$ cat config.mk
export PLATFORM = sky130hd
export DESIGN_NAME = sio_port
export DESIGN_NICKNAME = d
export VERILOG_FILES = /design/src/rtl/sio_pkg.sv /design/src/rtl/sio_rate.sv /design/src/rtl/sio_tx.sv /design/src/rtl/sio_rx.sv /design/src/rtl/sio_port.sv
export SDC_FILE = /design/constraint.sdc
export NUM_CORES = 1
export LEC_CHECK = 0
export BUFFER_PORTS_ARGS = -buffer_cell sky130_fd_sc_hd__buf_2
export CORE_MARGIN = 8
export CORE_UTILIZATION = 52
export CTS_CLUSTER_DIAMETER = 200
export CTS_CLUSTER_SIZE = 30
export DETAILED_ROUTE_END_ITERATION = 6
export PLACE_DENSITY = 0.7
export SETUP_SLACK_MARGIN = 0.4
export SKIP_LAST_GASP = 1
export SYNTH_ARGS = -nofsm -noshare
export SYNTH_HDL_FRONTEND = slang
export SYNTH_SLANG_ARGS = --single-unit
$ cat constraint.sdc
create_clock -name clk -period 2.65 [get_ports clk]
set_clock_uncertainty 0.1 [all_clocks]
set_input_delay 0.265 -clock clk [delete_from_list [all_inputs] [get_ports clk]]
set_output_delay 0.265 -clock clk [all_outputs]
set_load 0.03 [all_outputs]
$ cat src/rtl/sio_pkg.sv
package sio_pkg;
  typedef enum logic [1:0] {
    SM_SHIFT  = 2'd0,
    SM_UART8  = 2'd1,
    SM_UART9F = 2'd2,
    SM_UART9V = 2'd3
  } sio_mode_e;

  // last terminal count of the sample-tick prescaler
  function automatic int rate_term(sio_mode_e m, logic dbl);
    if (m == SM_UART9F) return dbl ? 1 : 3;
    return dbl ? 0 : 1;
  endfunction

  // index of the stop bit in an asynchronous frame
  function automatic int stop_idx(sio_mode_e m);
    return (m == SM_UART8) ? 9 : 10;
  endfunction

  function automatic logic maj3(logic a, logic b, logic c);
    return (a & b) | (a & c) | (b & c);
  endfunction
endpackage

$ cat src/rtl/sio_rate.sv
module sio_rate
  import sio_pkg::*;
#(
  parameter int CW = 2
) (
  input  logic      clk,
  input  logic      rst_n,
  input  sio_mode_e mode,
  input  logic      dbl,
  input  logic      ovf,
  output logic      tick
);
  logic [CW-1:0] cnt;
  logic [CW-1:0] term;
  logic          ev;

  always_comb begin
    ev   = (mode == SM_UART9F) ? 1'b1 : ovf;
    term = CW'(rate_term(mode, dbl));
    tick = (mode != SM_SHIFT) && ev && (cnt >= term);
  end

  always_ff @(posedge clk or negedge rst_n) begin
    if (!rst_n)               cnt <= '0;
    else if (mode == SM_SHIFT) cnt <= '0;
    else if (ev)              cnt <= (cnt >= term) ? '0 : cnt + 1'b1;
  end
endmodule

$ cat src/rtl/sio_tx.sv
module sio_tx
  import sio_pkg::*;
#(
  parameter int OVS = 16,
  parameter int DIV0 = 12
) (
  input  logic      clk,
  input  logic      rst_n,
  input  sio_mode_e mode,
  input  logic      tick,
  input  logic      load,
  input  logic [7:0] din,
  input  logic      bit9,
  output logic      line,
  output logic      d0,
  output logic      d0_oe,
  output logic      sclk_low,
  output logic      busy,
  output logic      ti_set
);
  localparam int SW = $clog2((OVS > DIV0) ? OVS : DIV0);

  logic [10:0]   sh;
  logic [3:0]    idx;
  logic [SW-1:0] sub;
  logic          m0;
  logic [3:0]    last;

  always_comb begin
    last     = 4'(stop_idx(mode));
    line     = (busy && !m0) ? sh[0] : 1'b1;
    d0       = sh[0];
    d0_oe    = busy && m0;
    sclk_low = busy && m0 && (sub < SW'(DIV0/2));
    ti_set   = (busy && m0 && sub == SW'(DIV0-1) && idx == 4'd7) ||
               (busy && !m0 && tick && sub == SW'(OVS-1) && (idx + 4'd1 == last));
  end

  always_ff @(posedge clk or negedge rst_n) begin
    if (!rst_n) begin
      sh <= '1; idx <= '0; sub <= '0; busy <= 1'b0; m0 <= 1'b0;
    end else if (load) begin
      case (mode)
        SM_SHIFT: sh <= {3'b111, din};
        SM_UART8: sh <= {2'b11, din, 1'b0};
        default:  sh <= {1'b1, bit9, din, 1'b0};
      endcase
      busy <= 1'b1; m0 <= (mode == SM_SHIFT); idx <= '0; sub <= '0;
    end else if (busy && m0) begin
      if (sub == SW'(DIV0-1)) begin
        sub <= '0;
        if (idx == 4'd7) busy <= 1'b0;
        else begin idx <= idx + 4'd1; sh <= {1'b1, sh[10:1]}; end
      end else sub <= sub + 1'b1;
    end else if (busy && tick) begin
      if (sub == SW'(OVS-1)) begin
        sub <= '0;
        if (idx == last) busy <= 1'b0;
        else begin idx <= idx + 4'd1; sh <= {1'b1, sh[10:1]}; end
      end else sub <= sub + 1'b1;
    end
  end
endmodule

$ cat src/rtl/sio_rx.sv
module sio_rx
  import sio_pkg::*;
#(
  parameter int OVS = 16,
  parameter int DIV0 = 12
) (
  input  logic      clk,
  input  logic      rst_n,
  input  sio_mode_e mode,
  input  logic      tick,
  input  logic      ren,
  input  logic      ri,
  input  logic      filt,
  input  logic      tx_busy,
  input  logic      rxs,
  output logic      sclk_low,
  output logic      start,
  output logic      accept,
  output logic [7:0] data,
  output logic      bit9
);
  localparam int SW  = $clog2((OVS > DIV0) ? OVS : DIV0);
  localparam int MID = OVS / 2;

  logic          busy, m0, s_a, s_b, bitv, m0_done, a_done;
  logic [SW-1:0] sub;
  logic [3:0]    idx, last;
  logic [8:0]    sh;

  always_comb begin
    last     = 4'(stop_idx(mode));
    bitv     = maj3(s_a, s_b, rxs);
    start    = !busy && ren &&
               ((mode == SM_SHIFT) ? (!ri && !tx_busy) : (tick && !rxs));
    m0_done  = busy && m0 && sub == SW'(DIV0-1) && idx == 4'd7;
    a_done   = busy && !m0 && tick && sub == SW'(MID+1) && idx == last;
    bit9     = (mode == SM_UART8) ? bitv : sh[8];
    data     = (mode == SM_SHIFT || mode == SM_UART8) ? sh[8:1] : sh[7:0];
    accept   = !ri && (m0_done || (a_done && (!filt || bit9)));
    sclk_low = busy && m0 && (sub < SW'(DIV0/2));
  end

  always_ff @(posedge clk or negedge rst_n) begin
    if (!rst_n) begin
      busy <= 1'b0; m0 <= 1'b0; sub <= '0; idx <= '0;
      sh <= '0; s_a <= 1'b1; s_b <= 1'b1;
    end else if (start) begin
      busy <= 1'b1; m0 <= (mode == SM_SHIFT); sub <= '0; idx <= '0;
    end else if (busy && m0) begin
      if (sub == SW'(DIV0/2)) sh <= {rxs, sh[8:1]};
      if (sub == SW'(DIV0-1)) begin
        sub <= '0;
        if (idx == 4'd7) busy <= 1'b0;
        else idx <= idx + 4'd1;
      end else sub <= sub + 1'b1;
    end else if (busy && tick) begin
      if (sub == SW'(MID-1)) s_a <= rxs;
      if (sub == SW'(MID))   s_b <= rxs;
      if (sub == SW'(MID+1)) begin
        if (idx == 4'd0 && bitv) busy <= 1'b0;
        else if (idx == last)    busy <= 1'b0;
        else if (idx != 4'd0)    sh <= {bitv, sh[8:1]};
      end
      if (sub == SW'(OVS-1)) begin sub <= '0; idx <= idx + 4'd1; end
      else sub <= sub + 1'b1;
    end
  end
endmodule

$ cat src/rtl/sio_port.sv
module sio_port
  import sio_pkg::*;
#(
  parameter int SHIFT_DIV = 12,
  parameter int OVS = 16,
  parameter int RATE_CW = 2
) (
  input  logic       clk,
  input  logic       rst_n,
  input  logic       bus_addr,
  input  logic       bus_wr,
  input  logic [7:0] bus_wdata,
  output logic [7:0] bus_rdata,
  input  logic       tmr_ovf,
  input  logic       rate_dbl,
  input  logic       rxd_in,
  output logic       rxd_out,
  output logic       rxd_oe,
  output logic       txd,
  output logic       tx_irq,
  output logic       rx_irq
);
  localparam logic ADDR_CTRL = 1'b0;

  sio_mode_e  mode;
  logic       filt, ren, tb8, rb8, ti, ri;
  logic [7:0] rxbuf;
  logic       wr_ctrl, wr_data, tick, rx_meta, rxs;
  logic       tx_line, tx_d0, tx_sclk_low, tx_busy, ti_set;
  logic       rx_sclk_low, rx_start, rx_accept, rx_bit9;
  logic [7:0] rx_data;

  assign wr_ctrl = bus_wr && (bus_addr == ADDR_CTRL);
  assign wr_data = bus_wr && (bus_addr != ADDR_CTRL);

  always_ff @(posedge clk or negedge rst_n) begin
    if (!rst_n) begin rx_meta <= 1'b1; rxs <= 1'b1; end
    else begin rx_meta <= rxd_in; rxs <= rx_meta; end
  end

  sio_rate #(.CW(RATE_CW)) u_rate (
    .clk(clk), .rst_n(rst_n), .mode(mode), .dbl(rate_dbl), .ovf(tmr_ovf), .tick(tick));

  sio_tx #(.OVS(OVS), .DIV0(SHIFT_DIV)) u_tx (
    .clk(clk), .rst_n(rst_n), .mode(mode), .tick(tick), .load(wr_data),
    .din(bus_wdata), .bit9(tb8), .line(tx_line), .d0(tx_d0), .d0_oe(rxd_oe),
    .sclk_low(tx_sclk_low), .busy(tx_busy), .ti_set(ti_set));

  sio_rx #(.OVS(OVS), .DIV0(SHIFT_DIV)) u_rx (
    .clk(clk), .rst_n(rst_n), .mode(mode), .tick(tick), .ren(ren), .ri(ri),
    .filt(filt), .tx_busy(tx_busy), .rxs(rxs), .sclk_low(rx_sclk_low),
    .start(rx_start), .accept(rx_accept), .data(rx_data), .bit9(rx_bit9));

  always_ff @(posedge clk or negedge rst_n) begin
    if (!rst_n) begin
      mode <= SM_SHIFT; filt <= 1'b0; ren <= 1'b0; tb8 <= 1'b0;
      rb8 <= 1'b0; ti <= 1'b0; ri <= 1'b0; rxbuf <= '0;
    end else begin
      if (wr_ctrl) begin
        mode <= sio_mode_e'(bus_wdata[7:6]);
        {filt, ren, tb8, rb8, ti, ri} <= bus_wdata[5:0];
      end
      if (ti_set) ti <= 1'b1;
      if (rx_accept) begin
        ri    <= 1'b1;
        rxbuf <= rx_data;
        if (mode != SM_SHIFT) rb8 <= rx_bit9;
      end
    end
  end

  always_comb begin
    bus_rdata = (bus_addr == ADDR_CTRL) ? {mode, filt, ren, tb8, rb8, ti, ri} : rxbuf;
    txd       = (mode == SM_SHIFT) ? !(tx_sclk_low || rx_sclk_low) : tx_line;
    rxd_out   = tx_d0;
    tx_irq    = ti;
    rx_irq    = ri;
  end
endmodule

==> load_flow_metrics.sql, run 1 <==
INSERT INTO impl_metrics (metric_group, metric, value, unit) VALUES
('synth', 'synth_cell_type_count', '55', ''),
('layout', 'final_cells', '480', ''),
('power', 'internal_power', '1.852', 'mW'),
('synth', 'synthDominantAreaCellType', 'sky130_fd_sc_hd__dfrtp_1', ''),
('global_routing', 'number_of_global_route_vias_before_repair', '2852', ''),
('floorplan', 'fp.dieW', '98.08', 'um'),
('clock_network', 'root_buffer', 'sky130_fd_sc_hd__clkbuf_8', ''),
('worst_setup_path', 'crit_path_start_kind', 'register', ''),
('layout', 'utilization', '65.48', '%'),
('global_routing', 'globalRouteTotalUtil', '18.53', '%'),
('synth', 'synthMostInstantiatedCell', 'sky130_fd_sc_hd__dfrtp_1', ''),
('synth', 'post_synth_edffs', '0', ''),
('power', 'vdd_ir_drop_max', '352.0', 'uV'),
('routing', 'viasPerCell', '5.848', ''),
('timing', 'post-route-min-period', '2.386', 'ns'),
('timing', 'setup_total_negative_slack', '0', 'ns'),
('routing', 'routed_wl', '8.768', 'mm'),
('clock_network', 'tritoncts_clock_tree', 'built', ''),
('synth', 'synth_warnings', '0', ''),
('floorplan', 'io-pin-count', '28', ''),
('floorplan', 'floorplan.core_area', '0.006644', 'sq mm'),
('timing', 'final-hold-violation-count', '0', ''),
('worst_setup_path', 'crit_type', 'register to register', ''),
('layout', 'drive_gt1_share', '38.25', '%'),
('worst_setup_path', 'crit_arrival', '2.56', 'ns'),
('worst_setup_path', 'worst_path_cell_trace', 'or3_4, ha_4, a21o_1, a21oi_2, or3b_4, or3_1, a21oi_1', ''),
('synth', 'post-synth-top-area-fraction', '33.57', '%'),
('power', 'pwr-share-comb', '25.3', '%'),
('timing', 'relSlewSlack', '57.54', '%'),
('clock_network', 'cts_inserted_buffers', '9', ''),
('timing', 'grt_setup_unrepaired', 'yes', ''),
('synth', 'syn-instance-count', '343', ''),
('power', 'sw_frac_of_total', '32.53', '%'),
('worst_setup_path', 'cp_slowest_cell', 'sky130_fd_sc_hd__dfrtp_1', ''),
('timing', 'fmax', '0.4190', 'GHz'),
('run_status', 'run_status', 'completed', ''),
('clock_network', 'clkTransAtPathRegs', '0.08', 'ns'),
('clock_network', 'max_clock_buf_depth', '2', ''),
('power', 'total_leakage_power', '2.013', 'nW'),
('routing', 'routedWlPerCell', '18.27', 'um'),
('timing', 'holdWs', '0.07680', 'ns'),
('routing', 'ant_nets', '0', ''),
('clock_network', 'numClockSinks', '61', ''),
('synth', 'proportion_of_synthesized_chip_area_in_sequential_cells', '44.07', '%'),
('placed_design', 'place_inst', '449', ''),
('job', 'drv.max_cap_violation_count', '0', ''),
('worst_setup_path', 'critPathMaxStageDelay', '0.41', 'ns'),
('worst_setup_path', 'worst_setup_path_end_kind', 'register', ''),
('synth', 'synth_area_per_cell', '10.21', 'sq um'),
('layout', 'antenna_diode_count', '0', ''),
('floorplan', 'floorplan.initialDensity', '52.73', '%'),
('global_routing', 'global_route.overflow_total', '0', ''),
('min_path', 'min_path_type', 'input port to register', ''),
('synth', 'synth_top_cells_by_count', 'sky130_fd_sc_hd__dfrtp_1 (47), sky130_fd_sc_hd__mux2_2 (38), sky130_fd_sc_hd__nand2_1 (36)', ''),
('routing', 'route.vias.total', '2807', ''),
('placed_design', 'place.detailed.hpwl', '5.769', 'mm'),
('synth', 'synth_area', '0.003503', 'sq mm'),
('placed_design', 'port_buffers', '27', ''),
('floorplan', 'core.rowCount', '30', ''),
('clock_network', 'clkLatencyLatePin', '0.35', 'ns'),
('synth', 'syn-num-nets', '368', ''),
('power', 'clock_power_share', '34.2', '%'),
('worst_setup_path', 'path_buf_inv', '0', ''),
('routing', 'dr.pass1.iters', '5', ''),
('power', 'sequentialPowerShare', '40.4', '%'),
('global_routing', 'antenna_found_initial', '0', ''),
('timing', 'setup_viol', '0', ''),
('clock_network', 'clock_tree.htree_level_count', '3', ''),
('layout', 'syn_to_final_growth', '24.18', '%'),
('timing', 'tightest_slew', '0.6370', 'ns'),
('worst_setup_path', 'critical_path_required', '2.82', 'ns');
==> flip-flops by register name, indices dropped and copies added, names as in the netlist, 2 cells and up <==
| register | flops |
|---|---|
| u_tx.sh | 10 |
| u_rx.sh | 9 |
| rxbuf | 8 |
| u_rx.idx | 4 |
| u_rx.sub | 4 |
| u_tx.idx | 4 |
| u_tx.sub | 4 |
| mode | 2 |
| u_rate.cnt | 2 |
==> per-layer routing <==
| layer | part of all wire, % | wire length, um | GRT usage, % |
|---|---|---|---|
| met5 | 0 | 0 | 0 |
| met2 | 49 | 4291 | 30.35 |
| met4 | 1.6 | 138 | 7.674 |
| met3 | 3.4 | 296 | 3.272 |
| met1 | 46 | 4042 | 23.49 |
==> worst paths after layout <==
check | to | from | depth (start not counted)
setup / recovery | u_rx.idx[3] | mode[0] | 7
hold / removal | filt | bus_wdata[5] | 2
setup reg to reg | u_rx.idx[3] | mode[0] | 7
hold reg to reg | rxs | rx_meta | 0
max in group asynchronous | rxs | rst_n | 3
min in group asynchronous | mode[0] | rst_n | 2
==> worst register-to-register path, cell delays in order (launching register included) <==
cell and delay [ns]:
sky130_fd_sc_hd__dfrtp_1 0.41, sky130_fd_sc_hd__or3_4 0.39, sky130_fd_sc_hd__ha_4 0.29, sky130_fd_sc_hd__a21o_1 0.16, sky130_fd_sc_hd__a21oi_2 0.08, sky130_fd_sc_hd__or3b_4 0.41, sky130_fd_sc_hd__or3_1 0.35, sky130_fd_sc_hd__a21oi_1 0.12
==> layout make-up <==
class | count | area (sq um)
clock buffer | 9 | 123.9
clock inverter | 7 | 97.59
fill | 520 | 2293
inverter | 13 | 48.80
multi-input combinational | 258 | 2088
sequential | 61 | 1544
tap | 80 | 100.1
timing repair buffer | 52 | 347.8
==> layout by cell type (no fill, tap or decap), drive strengths merged, types with 3 or more instances in the layout <==
master | synthesis | routed
and3 | 10 | 10
nor2 | 14 | 14
nor3 | 9 | 9
xnor2 | 4 | 4
ha | 10 | 10
o31ai | 3 | 3
or3 | 9 | 9
a21oi | 29 | 30
a31o | 3 | 3
dfrtp | 47 | 47
inv | 13 | 14
clkbuf | 11 | 9
mux2i | 17 | 17
nand2 | 36 | 36
nand3 | 9 | 9
nand2b | 4 | 4
buf | 2 | 50
mux2 | 38 | 38
dfstp | 14 | 14
o21ai | 17 | 17
a21o | 4 | 4
nor2b | 6 | 6
==> per-stage QoR <==
step / setup slack (ns) / total power, mW / cell area [sq um]
floorplan: 0.1199 / 1.524 / 3540
global placement: 0.2268 / 1.693 / 3817
detailed placement: 0.1960 / 1.708 / 3817
CTS: 0.3037 / 2.685 / 4207
global route: 0.2108 / 2.871 / 4350
finish: 0.2635 / 2.745 / 4350
==> timing repair <==
action                     4_1_cts  5_1_grt
setup endpoints to repair       46       47
resized for setup               16       21
hold buffers                     2        0
cloned                           2        0
pin swaps                        8       12
hold endpoints to repair        16        0
setup buffers                    4        7
==> kinds of logic after synthesis <==
| family | Yosys count | share of synthesized area [%] |
|---|---|---|
| simple gates | 113 | 17.21 |
| fa+ha+maj | 11 | 3.857 |
| flops | 61 | 44.07 |
| buf+inv | 26 | 3.107 |
| mux | 55 | 17.18 |
| xor+xnor | 6 | 1.500 |
| compound gates | 71 | 13.07 |
==> power groups by stage <==
stage / Combinational (mW) / Sequential [mW] / Clock, mW
global placement: 0.573 / 1.12 / 0
floorplan: 0.410 / 1.11 / 0
CTS: 0.619 / 1.11 / 0.956
finish: 0.696 / 1.11 / 0.940
global route: 0.753 / 1.12 / 0.995
detailed placement: 0.584 / 1.12 / 0
No activity file was read; power rests on OpenSTA's default activity.
==> run 2: changes to the inputs <==
- PLACE_DENSITY: 0.7 -> 0.68
- clock period: 2.65 -> 2.4 ns (I/O delays scaled with it)
==> run 2 against run 1 <==
  * The flow now finishes with violations (negative setup slack)
  * Critical path depth unchanged
  * Count of clock-buffer cells in the layout is the same
  * Clock power is 0.4% higher
  * Design area rose by 7.1%
  * First-iteration DRC count decreased by 5.2%
  * Maximum frequency fell by 1.0%
  * Core utilization increased by 4.7 points
  * Sequential share of layout area shrank 2.4 points
  * Via count rose by 2.9%
==> load_flow_metrics.sql, run 2 (synthesis results as in run 1) <==
INSERT INTO impl_metrics (metric_group, metric, value, unit) VALUES
('timing', 'setup_viol', '1', ''),
('timing', 'final_cycle_utilization_of_the_critical_path', '100.4', '%'),
('routing', 'routed_wl', '9.294', 'mm'),
('worst_setup_path', 'worst_setup_path_end_kind', 'register', ''),
('min_path', 'hold-path-cell-count', '2', ''),
('global_routing', 'global_route.overflow_total', '0', ''),
('timing', 'setup_total_negative_slack', '-0.01059', 'ns'),
('global_routing', 'grt_max_degree', '35', ''),
('job', 'drv.max_cap_violation_count', '0', ''),
('floorplan', 'dieHeight', '98.08', 'um'),
('timing', 'holdWs', '0.06464', 'ns'),
('power', 'sequentialPowerShare', '38.3', '%'),
('floorplan', 'floorplan.initialDensity', '52.73', '%'),
('clock_network', 'clkLatencyLatePin', '0.35', 'ns'),
('clock_network', 'cts_inserted_buffers', '9', ''),
('power', 'sw_frac_of_total', '33.86', '%'),
('worst_setup_path', 'crit_type', 'register to register', ''),
('placed_design', 'place.detailed.hpwl', '5.878', 'mm'),
('timing', 'grt_setup_unrepaired', 'yes', ''),
('routing', 'detailedRoute.firstIterationViolations', '128', ''),
('worst_setup_path', 'worst-path-max-fanout', '16', ''),
('timing', 'relSlewSlack', '70.48', '%'),
('floorplan', 'die-area', '0.009620', 'sq mm'),
('routing', 'route.vias.total', '2887', ''),
('power', 'power-per-cell-area', '689.9', 'mW/mm^2'),
('layout', 'layout_common_cells', 'sky130_fd_sc_hd__dfrtp_1 (47), sky130_fd_sc_hd__nand2_1 (34), sky130_fd_sc_hd__buf_4 (27), sky130_fd_sc_hd__buf_2 (26), sky130_fd_sc_hd__mux2_2 (20)', ''),
('placed_design', 'place_congestion', '0.8361', ''),
('power', 'clock_power_share', '29.4', '%'),
('timing', 'timing_max_transition_violations_final', '0', ''),
('timing', 'fin_ws', '-0.01059', 'ns'),
('routing', 'dr.pass1.iters', '5', ''),
('global_routing', 'antenna_found_initial', '0', ''),
('timing', 'post-route-min-period', '2.411', 'ns'),
('routing', 'ant_nets', '0', ''),
('power', 'pwr-share-comb', '32.3', '%'),
('placed_design', 'postPlaceCellArea', '0.003913', 'sq mm'),
('timing', 'fmax', '0.4148', 'GHz'),
('layout', 'mostFrequentLayoutCell', 'sky130_fd_sc_hd__dfrtp_1', ''),
('run_status', 'failing_checks', 'negative setup slack', ''),
('min_path', 'min_path_type', 'input port to register', ''),
('placed_design', 'dpl_worst_slack', '-0.05916', 'ns'),
('power', 'p_sw', '1.088', 'mW'),
('floorplan', 'core.rowCount', '30', ''),
('timing', 'final-hold-violation-count', '0', ''),
('floorplan', 'floorplan.core_area', '0.006644', 'sq mm'),
('clock_network', 'root_buffer', 'sky130_fd_sc_hd__clkbuf_8', ''),
('worst_setup_path', 'critical_path_required', '2.54', 'ns'),
('layout', 'antenna_diode_count', '0', ''),
('routing', 'routedWlPerCell', '18.66', 'um'),
('layout', 'drive_gt1_share', '44.26', '%'),
('worst_setup_path', 'crit_arrival', '2.55', 'ns'),
('layout', 'largest_register_ffs', '10', ''),
('layout', 'finish.net_count', '438', ''),
('placed_design', 'port_buffers', '27', ''),
('layout', 'layout_top_registers', 'u_tx.sh (10), u_rx.sh (9), rxbuf (8)', ''),
('routing', 'post-route-drc-count', '0', ''),
('layout', 'finish.instance_area', '0.004659', 'sq mm'),
('worst_setup_path', 'cp_slowest_cell', 'sky130_fd_sc_hd__dfrtp_1', ''),
('worst_setup_path', 'crit_path_start_kind', 'register', ''),
('power', 'vdd_ir_drop_max', '402.8', 'uV'),
('global_routing', 'number_of_global_route_vias_before_repair', '2882', ''),
('global_routing', 'globalRouteTotalUtil', '19.44', '%'),
('power', 'total_leakage_power', '2.206', 'nW'),
('run_status', 'run_status', 'finished with violations', ''),
('routing', 'viasPerCell', '5.797', ''),
('timing', 'tightest_slew', '0.4428', 'ns'),
('power', 'internal_power', '2.126', 'mW'),
('clock_network', 'numClockSinks', '61', ''),
('worst_setup_path', 'worst_path_cell_trace', 'buf_4, nor4bb_1, a21oi_1, nor3b_2, nand2_2, a21oi_4, mux2_2', ''),
('clock_network', 'tritoncts_clock_tree', 'built', ''),
('global_routing', 'wire_length_of_the_first_global_routing_pass', '14.85', 'mm'),
('clock_network', 'clock_tree.htree_level_count', '3', ''),
('layout', 'syn_to_final_growth', '33.00', '%'),
('floorplan', 'io-pin-count', '28', ''),
('clock_network', 'clkTransAtPathRegs', '0.07', 'ns'),
('worst_setup_path', 'worstRegToRegCells', '7', ''),
('floorplan', 'fp.dieW', '98.08', 'um'),
('layout', 'largest_register', 'u_tx.sh', ''),
('worst_setup_path', 'critPathMaxStageDelay', '0.38', 'ns'),
('clock_network', 'max_clock_buf_depth', '2', '');
run 2: cell types whose count changed in the layout (fill, tap and decap cells not counted), sizes merged:
cell and delta:
inv -1, buf +17, a21oi +1, clkinv +2, bufinv -1
run 2: worst max-delay path, delay by kind of cell (launching register included):
kind / cells / cell delay (ns)
AND/OR/NAND/NOR: 3 / 0.86
multiplexers: 1 / 0.37
flip-flops: 1 / 0.38
buffers and inverters: 1 / 0.20
AO/OA/AOI/OAI: 2 / 0.38
run 2: final cells by class:
class                           count  area [sq um]
Timing Repair Buffer               69         535.5
Multi-Input combinational cell    259          2231
Tap cell                           80         100.1
Clock buffer                        9         123.9
Sequential cell                    61          1544
Clock inverter                      7         76.32
Inverter                           13         48.80
Fill cell                         473          1984
run 2: path summary, 6_finish.rpt:
check | start | endpoint | slack [ns]
worst max-delay path | mode[1] | rxbuf[7] | -0.01
worst min-delay path | bus_wdata[4] | ren | 0.06
worst max register to register | mode[1] | rxbuf[7] | -0.01
worst min register to register | rx_meta | rxs | 0.27
max in group asynchronous | rst_n | u_tx.sh[9] | 1.48
min in group asynchronous | rst_n | u_tx.busy | 0.34
run 2: layer usage:
layer / track usage [%] / wire length (um)
met3: 4.908 / 404
met2: 32.67 / 4765
met5: 0 / 0
met4: 6.954 / 147
met1: 23.47 / 3977
run 2: timing repair:
action                     in CTS  in global routing
setup endpoints to repair      52                 52
gates cloned                    4                  0
resized for setup              51                 33
hold buffers                    2                  0
pin swaps                      30                 29
setup buffers                  11                  4
hold endpoints to repair       48                  0
run 2: power groups by stage:
stage | sequential, mW | clock (mW) | combinational [mW]
after detailed placement | 1.24 | 0 | 0.679
after floorplan | 1.23 | 0 | 0.457
after global routing | 1.25 | 1.01 | 1.12
final | 1.23 | 0.944 | 1.04
after global placement | 1.23 | 0 | 0.667
after CTS | 1.23 | 0.946 | 0.880
run 2: stage by stage:
stage | total power [mW] | util [%] | cells
3_5_place_dp | 1.918 | 58.89 | 461
2_1_floorplan | 1.687 | - | 343
4_1_cts | 3.052 | 67.53 | 494
6_report | 3.214 | 70.13 | 498
3_3_place_gp | 1.902 | 58.89 | 461
5_1_grt | 3.380 | 70.13 | 498
==> run 3: changes to the inputs <==
- CELL_PAD_IN_SITES_DETAIL_PLACEMENT: not set -> 1
- CELL_PAD_IN_SITES_GLOBAL_PLACEMENT: not set -> 2
- CORE_UTILIZATION: 52 -> 39
- PLACE_DENSITY: 0.68 -> 0.76
==> run 3 against run 2 <==
  * The run now ends clean
  * Maximum frequency up 3.9%
  * Sequential cell count unchanged
  * Worst setup slack better by 0.090 ns
  * Cell count up 5.2%
  * Register-to-register slack better by 0.09 ns
  * Die area up 28%
  * Combinational power about the same
  * Critical path depth up 2
  * Critical path type unchanged
  * Largest cell class unchanged
==> load_flow_metrics.sql, run 3 (synthesis results as in run 1) <==
INSERT INTO impl_metrics (metric_group, metric, value, unit) VALUES
('min_path', 'hold_end', 'ren', ''),
('timing', 'post-route-min-period', '2.321', 'ns'),
('timing', 'fin_ws', '0.07927', 'ns'),
('layout', 'finish.net_count', '436', ''),
('global_routing', 'grt.busiest_layer', 'met2', ''),
('power', 'power-per-cell-area', '674.4', 'mW/mm^2'),
('floorplan', 'io-pin-count', '28', ''),
('clock_network', 'clkLatencyLatePin', '0.34', 'ns'),
('layout', 'mostFrequentLayoutCell', 'sky130_fd_sc_hd__dfrtp_1', ''),
('routing', 'ant_nets', '0', ''),
('worst_setup_path', 'crit-reg2reg-capture', 'u_rx.idx[0]', ''),
('clock_network', 'clock_tree.htree_level_count', '3', ''),
('placed_design', 'place.detailed.hpwl', '6.880', 'mm'),
('global_routing', 'global_route.overflow_total', '0', ''),
('timing', 'holdWs', '0.08505', 'ns'),
('timing', 'setup_total_negative_slack', '0', 'ns'),
('power', 'total_leakage_power', '2.151', 'nW'),
('timing', 'relSlewSlack', '57.37', '%'),
('layout', 'layout_top_registers', 'u_tx.sh (10), u_rx.sh (9), rxbuf (8)', ''),
('timing', 'fmax', '0.4309', 'GHz'),
('worst_setup_path', 'r2r_setup_slack', '0.08', 'ns'),
('placed_design', 'dpl_worst_slack', '-0.04823', 'ns'),
('global_routing', 'antenna_found_initial', '0', ''),
('worst_setup_path', 'crit_arrival', '2.45', 'ns'),
('run_status', 'run_status', 'completed', ''),
('routing', 'post-route-drc-count', '0', ''),
('placed_design', 'place_congestion', '0.7422', ''),
('routing', 'dr.pass1.iters', '4', ''),
('job', 'drv.max_cap_violation_count', '0', ''),
('clock_network', 'numClockSinks', '61', ''),
('worst_setup_path', 'rr_startpoint', 'mode[0]', ''),
('layout', 'drive_gt1_share', '43.51', '%'),
('clock_network', 'tritoncts_clock_tree', 'built', ''),
('floorplan', 'die-area', '0.01227', 'sq mm'),
('routing', 'detailedRoute.firstIterationViolations', '106', ''),
('global_routing', 'groute.layer.met3.usage', '2.976', '%'),
('timing', 'tightest_slew', '0.6394', 'ns'),
('floorplan', 'fp.dieW', '110.8', 'um'),
('worst_setup_path', 'crit_path_start_kind', 'register', ''),
('layout', 'largest_register', 'u_tx.sh', ''),
('clock_network', 'clkTransAtPathRegs', '0.07', 'ns'),
('layout', 'antenna_diode_count', '0', ''),
('min_path', 'min_path_type', 'input port to register', ''),
('routing', 'routed_wl', '10.16', 'mm'),
('layout', 'syn_to_final_growth', '31.96', '%'),
('worst_setup_path', 'setup.worst_path.start', 'mode[0]', ''),
('timing', 'grt_setup_unrepaired', 'yes', ''),
('timing', 'final_cycle_utilization_of_the_critical_path', '96.70', '%'),
('timing', 'timing_max_transition_violations_final', '0', ''),
('clock_network', 'cts_inserted_buffers', '9', ''),
('global_routing', 'number_of_global_route_vias_before_repair', '3119', ''),
('routing', 'route.vias.total', '2871', ''),
('layout', 'layout_common_cells', 'sky130_fd_sc_hd__dfrtp_1 (47), sky130_fd_sc_hd__nand2_1 (34), sky130_fd_sc_hd__buf_4 (29), sky130_fd_sc_hd__mux2_2 (27), sky130_fd_sc_hd__buf_2 (26)', ''),
('global_routing', 'global_route.usage.met2', '26.67', '%'),
('worst_setup_path', 'worst-path-max-fanout', '4', ''),
('timing', 'setup_viol', '0', ''),
('placed_design', 'port_buffers', '27', ''),
('timing', 'final-hold-violation-count', '0', ''),
('routing', 'viasPerCell', '5.479', ''),
('floorplan', 'dieHeight', '110.8', 'um'),
('floorplan', 'core.rowCount', '34', ''),
('layout', 'largest_register_ffs', '10', ''),
('routing', 'routedWlPerCell', '19.40', 'um'),
('worst_setup_path', 'critical_path_required', '2.52', 'ns'),
('global_routing', 'grt_max_degree', '25', ''),
('min_path', 'worst_hold_startpoint', 'bus_wdata[4]', ''),
('global_routing', 'grt.met1_usage', '21.52', '%'),
('clock_network', 'root_buffer', 'sky130_fd_sc_hd__clkbuf_8', ''),
('global_routing', 'wire_length_of_the_first_global_routing_pass', '16.68', 'mm'),
('worst_setup_path', 'crit_type', 'register to register', ''),
('floorplan', 'floorplan.core_area', '0.008721', 'sq mm'),
('min_path', 'hold-path-cell-count', '2', ''),
('worst_setup_path', 'worstRegToRegCells', '9', ''),
('floorplan', 'floorplan.initialDensity', '40.17', '%'),
('power', 'vdd_ir_drop_max', '300.3', 'uV'),
('worst_setup_path', 'worst_setup_path_end_kind', 'register', ''),
('global_routing', 'globalRouteTotalUtil', '16.46', '%'),
('clock_network', 'max_clock_buf_depth', '2', '');
run 3: worst max path at each step:
stage,slack [ns],depth (start not counted),end
finish,0.08,9,u_rx.idx[0]
global route,-0.006,8,u_rx.idx[2]
CTS,0.08,8,rxbuf[7]
detailed placement,-0.05,7,u_rx.sh[5]
global placement,-0.008,7,u_rx.sh[3]
floorplan,-0.13,9,u_rx.idx[3]
run 3: worst max-delay path: stages (launching register included):
cell and delay [ns]:
sky130_fd_sc_hd__dfrtp_1 0.41, sky130_fd_sc_hd__or3_4 0.39, sky130_fd_sc_hd__ha_4 0.29, sky130_fd_sc_hd__a21o_1 0.14, sky130_fd_sc_hd__a21oi_2 0.07, sky130_fd_sc_hd__or3b_4 0.38
sky130_fd_sc_hd__buf_6 0.14, sky130_fd_sc_hd__buf_4 0.13, sky130_fd_sc_hd__xnor2_2 0.11, sky130_fd_sc_hd__nor2_1 0.05
run 3: layer usage:
metal  wire, um  up-vias
li1           -     1376
met1       4867     1440
met2       4926       43
met3        245       12
met4        123        0
met5          0        -
run 3: what timing repair did:
action / in CTS / in global routing
endpoints found under the hold margin: 21 / 0
hold buffers: 2 / 0
setup buffers: 10 / 5
endpoints found under the setup margin: 52 / 52
gates cloned: 1 / 0
pin swaps: 19 / 16
resized for setup: 45 / 25
run 3: cell type report:
type,count,area (sq um)
clock buffers,10,137.6
clock inverters,6,38.79
fillers,958,4098
inverters,13,48.80
multi-input cells,257,2177
flip-flops and latches,61,1544
well taps,108,135.1
repair buffers,69,541.8
run 3: through the flow:
| step | util [%] | cells | area (sq um) | power, mW |
|---|---|---|---|---|
| after global routing | 53.01 | 524 | 4623 | 3.280 |
| after floorplan | - | 343 | 3545 | 1.687 |
| final | 53.01 | 524 | 4623 | 3.118 |
| after global placement | 45.35 | 490 | 3955 | 1.928 |
| after CTS | 51.45 | 519 | 4487 | 3.040 |
| after detailed placement | 45.35 | 490 | 3955 | 1.947 |
run 3: power breakdown:
part	switching [mW]	internal, mW
logic	0.547	0.501
registers	0.0902	1.14
clock network	0.441	0.399
